$ cat config.mk
export PLATFORM = sky130hd
export DESIGN_NAME = vid_deglitch
export DESIGN_NICKNAME = d
export VERILOG_FILES = /design/src/rtl/vid_pkg.sv /design/src/rtl/vid_skew_filter.sv /design/src/rtl/vid_blank_timer.sv /design/src/rtl/vid_pgood_qual.sv /design/src/rtl/vid_deglitch.sv
export SDC_FILE = /design/constraint.sdc
export NUM_CORES = 1
export LEC_CHECK = 0
export ABC_AREA = 1
export ABC_CLOCK_PERIOD_IN_PS = 4600
export BUFFER_PORTS_ARGS = -buffer_cell sky130_fd_sc_hd__buf_2
export CORE_MARGIN = 2
export CORE_UTILIZATION = 55
export DETAILED_ROUTE_END_ITERATION = 8
export PLACE_DENSITY = 0.73
export SLEW_MARGIN = 25
export SYNTH_ARGS = -nofsm -noshare
export SYNTH_HDL_FRONTEND = slang
export SYNTH_HIERARCHICAL = 1
export SYNTH_SLANG_ARGS = --single-unit
$ cat constraint.sdc
create_clock -name clk_i -period 4.6 [get_ports clk_i]
set_input_delay 0.46 -clock clk_i [delete_from_list [all_inputs] [get_ports clk_i]]
set_output_delay 0.46 -clock clk_i [all_outputs]
set_load 0.03 [all_outputs]
$ cat src/rtl/vid_pkg.sv
package vid_pkg;
  localparam int VID_W       = 6;
  localparam int LVL_W       = 14;
  localparam int COARSE_TOP  = 15500;
  localparam int COARSE_STEP = 250;
  localparam int FINE_TOP    = 7625;
  localparam int FINE_STEP   = 125;

  function automatic logic [LVL_W-1:0] code_to_level(input logic [VID_W-1:0] c);
    int idx;
    int lvl;
    idx = int'(c[VID_W-2:0]);
    if (c[VID_W-1]) lvl = FINE_TOP - FINE_STEP * idx;
    else            lvl = COARSE_TOP - COARSE_STEP * idx;
    return LVL_W'(lvl);
  endfunction
endpackage

$ cat src/rtl/vid_skew_filter.sv
module vid_skew_filter #(
  parameter int VID_W    = 6,
  parameter int SKEW_CYC = 50
) (
  input  logic             clk_i,
  input  logic             rst_ni,
  input  logic [VID_W-1:0] vid_i,
  output logic [VID_W-1:0] code_o,
  output logic             accept_o,
  output logic             init_o
);
  localparam int CW = $clog2(SKEW_CYC + 1);
  localparam logic [CW-1:0] LAST = CW'(SKEW_CYC - 1);
  localparam logic [CW-1:0] DONE = CW'(SKEW_CYC);

  logic [VID_W-1:0] cand_q;
  logic [CW-1:0]    cnt_q;

  assign accept_o = init_o && (vid_i == cand_q) && (cnt_q == LAST) && (cand_q != code_o);

  always_ff @(posedge clk_i or negedge rst_ni) begin
    if (!rst_ni) begin
      cand_q <= '0;
      code_o <= '0;
      cnt_q  <= '0;
      init_o <= 1'b0;
    end else if (!init_o) begin
      // first edge after reset: take raw code directly
      cand_q <= vid_i;
      code_o <= vid_i;
      cnt_q  <= DONE;
      init_o <= 1'b1;
    end else if (vid_i != cand_q) begin
      cand_q <= vid_i;
      cnt_q  <= '0;
    end else if (cnt_q != DONE) begin
      cnt_q <= cnt_q + 1'b1;
      if (accept_o) code_o <= cand_q;
    end
  end
endmodule

$ cat src/rtl/vid_blank_timer.sv
module vid_blank_timer #(
  parameter int BLANK_CYC = 25000
) (
  input  logic clk_i,
  input  logic rst_ni,
  input  logic trig_i,
  output logic blank_o
);
  localparam int BW = $clog2(BLANK_CYC + 1);
  logic [BW-1:0] cnt_q;

  always_ff @(posedge clk_i or negedge rst_ni) begin
    if (!rst_ni)             cnt_q <= '0;
    else if (trig_i)         cnt_q <= BW'(BLANK_CYC);
    else if (cnt_q != '0)    cnt_q <= cnt_q - 1'b1;
  end

  assign blank_o = (cnt_q != '0);
endmodule

$ cat src/rtl/vid_pgood_qual.sv
module vid_pgood_qual #(
  parameter int VID_W      = 6,
  parameter int NOCPU_CODE = 63
) (
  input  logic             clk_i,
  input  logic             rst_ni,
  input  logic             init_i,
  input  logic             en_i,
  input  logic [VID_W-1:0] code_i,
  input  logic             over_i,
  input  logic             under_i,
  input  logic             mask_i,
  output logic             pgood_o
);
  logic cpu_ok;
  logic win_ok;

  assign cpu_ok = (code_i != VID_W'(NOCPU_CODE));
  assign win_ok = mask_i || !(over_i || under_i);

  always_ff @(posedge clk_i or negedge rst_ni) begin
    if (!rst_ni) pgood_o <= 1'b0;
    else         pgood_o <= init_i && en_i && cpu_ok && win_ok;
  end
endmodule

$ cat src/rtl/vid_deglitch.sv
module vid_deglitch #(
  parameter int CLK_MHZ    = 125,
  parameter int SKEW_NS    = 400,
  parameter int BLANK_NS   = 200000,
  parameter int NOCPU_CODE = 63
) (
  input  logic                       clk_i,
  input  logic                       rst_ni,
  input  logic [vid_pkg::VID_W-1:0]  vid_i,
  input  logic                       en_i,
  input  logic                       over_i,
  input  logic                       under_i,
  output logic [vid_pkg::VID_W-1:0]  code_o,
  output logic [vid_pkg::LVL_W-1:0]  mv_o,
  output logic                       blank_o,
  output logic                       pgood_o
);
  localparam int SKEW_RAW  = (CLK_MHZ * SKEW_NS + 999) / 1000;
  localparam int BLANK_RAW = (CLK_MHZ * BLANK_NS + 999) / 1000;
  localparam int SKEW_CYC  = (SKEW_RAW < 1) ? 1 : SKEW_RAW;
  localparam int BLANK_CYC = (BLANK_RAW < 1) ? 1 : BLANK_RAW;

  logic accept_w;
  logic init_w;

  vid_skew_filter #(.VID_W(vid_pkg::VID_W), .SKEW_CYC(SKEW_CYC)) u_skew (
    .clk_i, .rst_ni, .vid_i,
    .code_o, .accept_o(accept_w), .init_o(init_w)
  );

  vid_blank_timer #(.BLANK_CYC(BLANK_CYC)) u_blank (
    .clk_i, .rst_ni, .trig_i(accept_w), .blank_o
  );

  vid_pgood_qual #(.VID_W(vid_pkg::VID_W), .NOCPU_CODE(NOCPU_CODE)) u_pg (
    .clk_i, .rst_ni, .init_i(init_w), .en_i, .code_i(code_o),
    .over_i, .under_i, .mask_i(blank_o || accept_w), .pgood_o
  );

  assign mv_o = vid_pkg::code_to_level(code_o);
endmodule

==> reports/qor.txt <==
die width -> 90.4 um
vias per inst -> 5.04
total track usage -> 22.9%
clock buffer depth -> 2
CTS tree -> yes
gr ovfl total -> 0
Sw Pwr -> 1.41 mW
VDD IR max -> 0.000237 V
vias post-DR -> 3667
row count -> 31
Top-Level Pins -> 33
worst hold path class -> input port to async pin
sw frac -> 54.3%
port bufs -> 32
Worst Path Required -> 4.14 ns
Fin. Hold Viols -> 0
final setup TNS -> 0 ns
cell-internal power -> 1.19 mW
routed wire length -> 8.99 mm
Final min period -> 4.39 ns
antenna viol nets, final -> 0
Final Cycle Share -> 95.5%
most area-hungry cell type in the Yosys netlist -> dfrtp_1
pre-CTS WS -> 0.446 ns
first-pass GRT wire length -> 15.6 mm
Non-Filler Cell Area, Final -> 4560 um^2
Post-synth EDFFs -> 0
Yosys reg bits -> 35
Worst EP arrival -> 3.93 ns
CP max FO -> 5
ys async rst share -> 100%
Worst-Skew Late Latency -> 0.29 ns
Static Leakage -> 2.57 nW
Antenna Cells -> 0
most frequent cells in the layout -> nand2_1, inv_1, nor2_1
CTS clock-pin slew for the worst setup and hold paths -> 0.08 ns
Power Dens Cells -> 570 nW/um^2
gpl congestion -> 0.894
critical path endpoint category -> primary output
utilization after layout -> 62.9%
Slew @ Worst Pin -> 0.793 ns
register area share after synthesis -> 21.3%
Combinational Power Share -> 73.4%
largest net degree at the start of global routing -> 36
hold_ws -> 0.246 ns
crit-path max cell delay -> 0.56 ns
Reg area -> 878 um^2
final setup violation count -> 0
drt pass-1 iters -> 4
post-route worst setup slack -> 0.207 ns
Initial Utilization -> 56.7%
worst-case clock skew -> 0.00716 ns
Fmax -> 0.228 GHz
Yosys top cell area share -> 21.3%
CP Class -> flip-flop to primary output
Num Clock Sinks -> 35
nets -> 707
synthesized area per cell -> 6.98 um^2
slowest stage cell, crit path -> fa_1
Ys Warns -> 6
critical path launch point type -> flip-flop
synth top area cells -> dfrtp_1, ha_1, nand2_1
CTS hold repair buffers -> 0
DR WL/cell -> 12.4 um
Mapped Cells -> 589
multi-input logic area -> 2780 um^2
status -> finished clean
Max Cap Violations -> 0
commonest non-fill, non-tap cell in the layout -> nand2_1
crit path cell chain -> clkinvlp_4 > fa_1 > inv_1 > fa_1 > inv_1 > fa_1 > ha_1 > a21oi_1 > o21ai_1 > a21oi_2 > nor2_1 > o21ai_0 > nand3_1 > nand2_1 > buf_2
sequential power share -> 15.8%
H-tree depth -> 2
total CTS buffers -> 5
HPWL after DPL -> 7.10 mm
Die Height -> 90.4 um
core area -> 7250 um^2
Die ar. -> 8180 um^2
filler instances -> 694
Cell Area, Placed -> 4370 um^2
layout cells sized above 1 -> 15.1%
clock power share -> 10.7%
Worst slew margin -> 47.2%
critical path's most frequent cell -> fa_1
root buffer cell -> clkbuf_8
area grow syn2layout -> 10.9%
Mapped Nets -> 669
number of global-route vias before repair -> 3574
Synth Flop Type -> dfrtp_1
1st-iter DRT viols -> 206
unique cell type count in the Yosys netlist -> 36
initial antenna violation count -> 0
DRC errors left -> 0
Final Max Slew Viols -> 0
Synth Cell Area -> 4110 um^2
-- worst max-delay path: cells and delay by family, from the launching register on --
family | cells | cell delay, ns
flops | 1 | 0.40
fa+ha+maj | 4 | 1.88
simple gates | 3 | 0.31
compound gates | 4 | 0.59
buf+inv | 4 | 0.46
-- sequential cells by signal, indices dropped and copies added, names as in the netlist --
register	cells
u_blank/cnt_q	15
u_skew/init_o	1
u_pg/pgood_o	1
u_skew/cand_q	6
u_skew/cnt_q	6
u_skew/code_o	6
-- logic make-up after synthesis --
logic type                 Yosys count  synth area share [%]
AOI/OAI and AO/OA                   47                  6.33
xor gates and xnor gates            14                  3.17
adders and majority gates           69                  24.5
buffers and inverters              122                  11.6
DFF                                 35                  21.3
other                                1                0.0912
and+or+nand+nor                    301                  33.0
-- cell type report --
cell class / count / share of cell area (%)
clock buffer: 5 / 1.51
inverter: 111 / 9.22
tap: 99 / 2.72
clock inverter: 3 / 0.960
sequential: 35 / 19.3
multi-input combinational: 432 / 61.1
timing repair buffer: 42 / 5.27
-- routing by layer --
metal / global-route usage (%) / wire length, um / up-vias
met3: 2.67 / 237 / 11
met1: 30.1 / 4320 / 1699
met2: 40.0 / 4310 / 62
li1: - / - / 1895
met5: 0 / 0 / -
met4: 6.41 / 121 / 0
-- synth_stat cells, types with 4 or more instances --
cell type	number
nor2_2	7
inv_2	5
or2_2	5
nand3_2	4
o21ai_0	21
clkbuf_1	8
xnor2_1	4
fa_1	19
ha_1	50
nor2_1	53
inv_1	106
nand3_1	45
nand4_1	10
nand2_2	7
nand2_1	159
a21oi_1	15
dfrtp_1	35
xor2_1	9
-- worst paths after layout --
check	from	to	slack, ns	cells past startpoint
min in group clk_i	vid_i[5]	u_skew/cand_q[5]	0.30	1
worst min-delay path	rst_ni	u_blank/cnt_q[14]	0.25	1
worst max register to register	u_skew/init_o	u_blank/cnt_q[2]	2.07	7
worst min register to register	u_blank/cnt_q[0]	u_blank/cnt_q[0]	0.49	2
max in group asynchronous	rst_ni	u_skew/code_o[2]	3.79	1
worst max-delay path	u_skew/code_o[1]	mv_o[9]	0.21	15
-- power by group through the flow --
stage | logic [mW] | registers [mW] | clock network [mW]
after floorplan | 1.42 | 0.421 | 0
after global placement | 1.78 | 0.414 | 0
after detailed placement | 1.83 | 0.416 | 0
after CTS | 1.84 | 0.410 | 0.289
after global routing | 2.15 | 0.420 | 0.300
final | 1.91 | 0.412 | 0.279
-- metrics by stage --
step,power [mW],instances
4_1_cts,2.54,722
2_1_floorplan,1.84,589
3_5_place_dp,2.25,714
5_1_grt,2.87,727
6_report,2.60,727
3_3_place_gp,2.19,714
-- repair_timing --
item                                    in CTS  in global routing
buffers inserted                             0                  5
resized for setup                            0                 10
endpoints found under the setup margin       0                  5
Note: power is estimated with default switching activity, not from simulation.
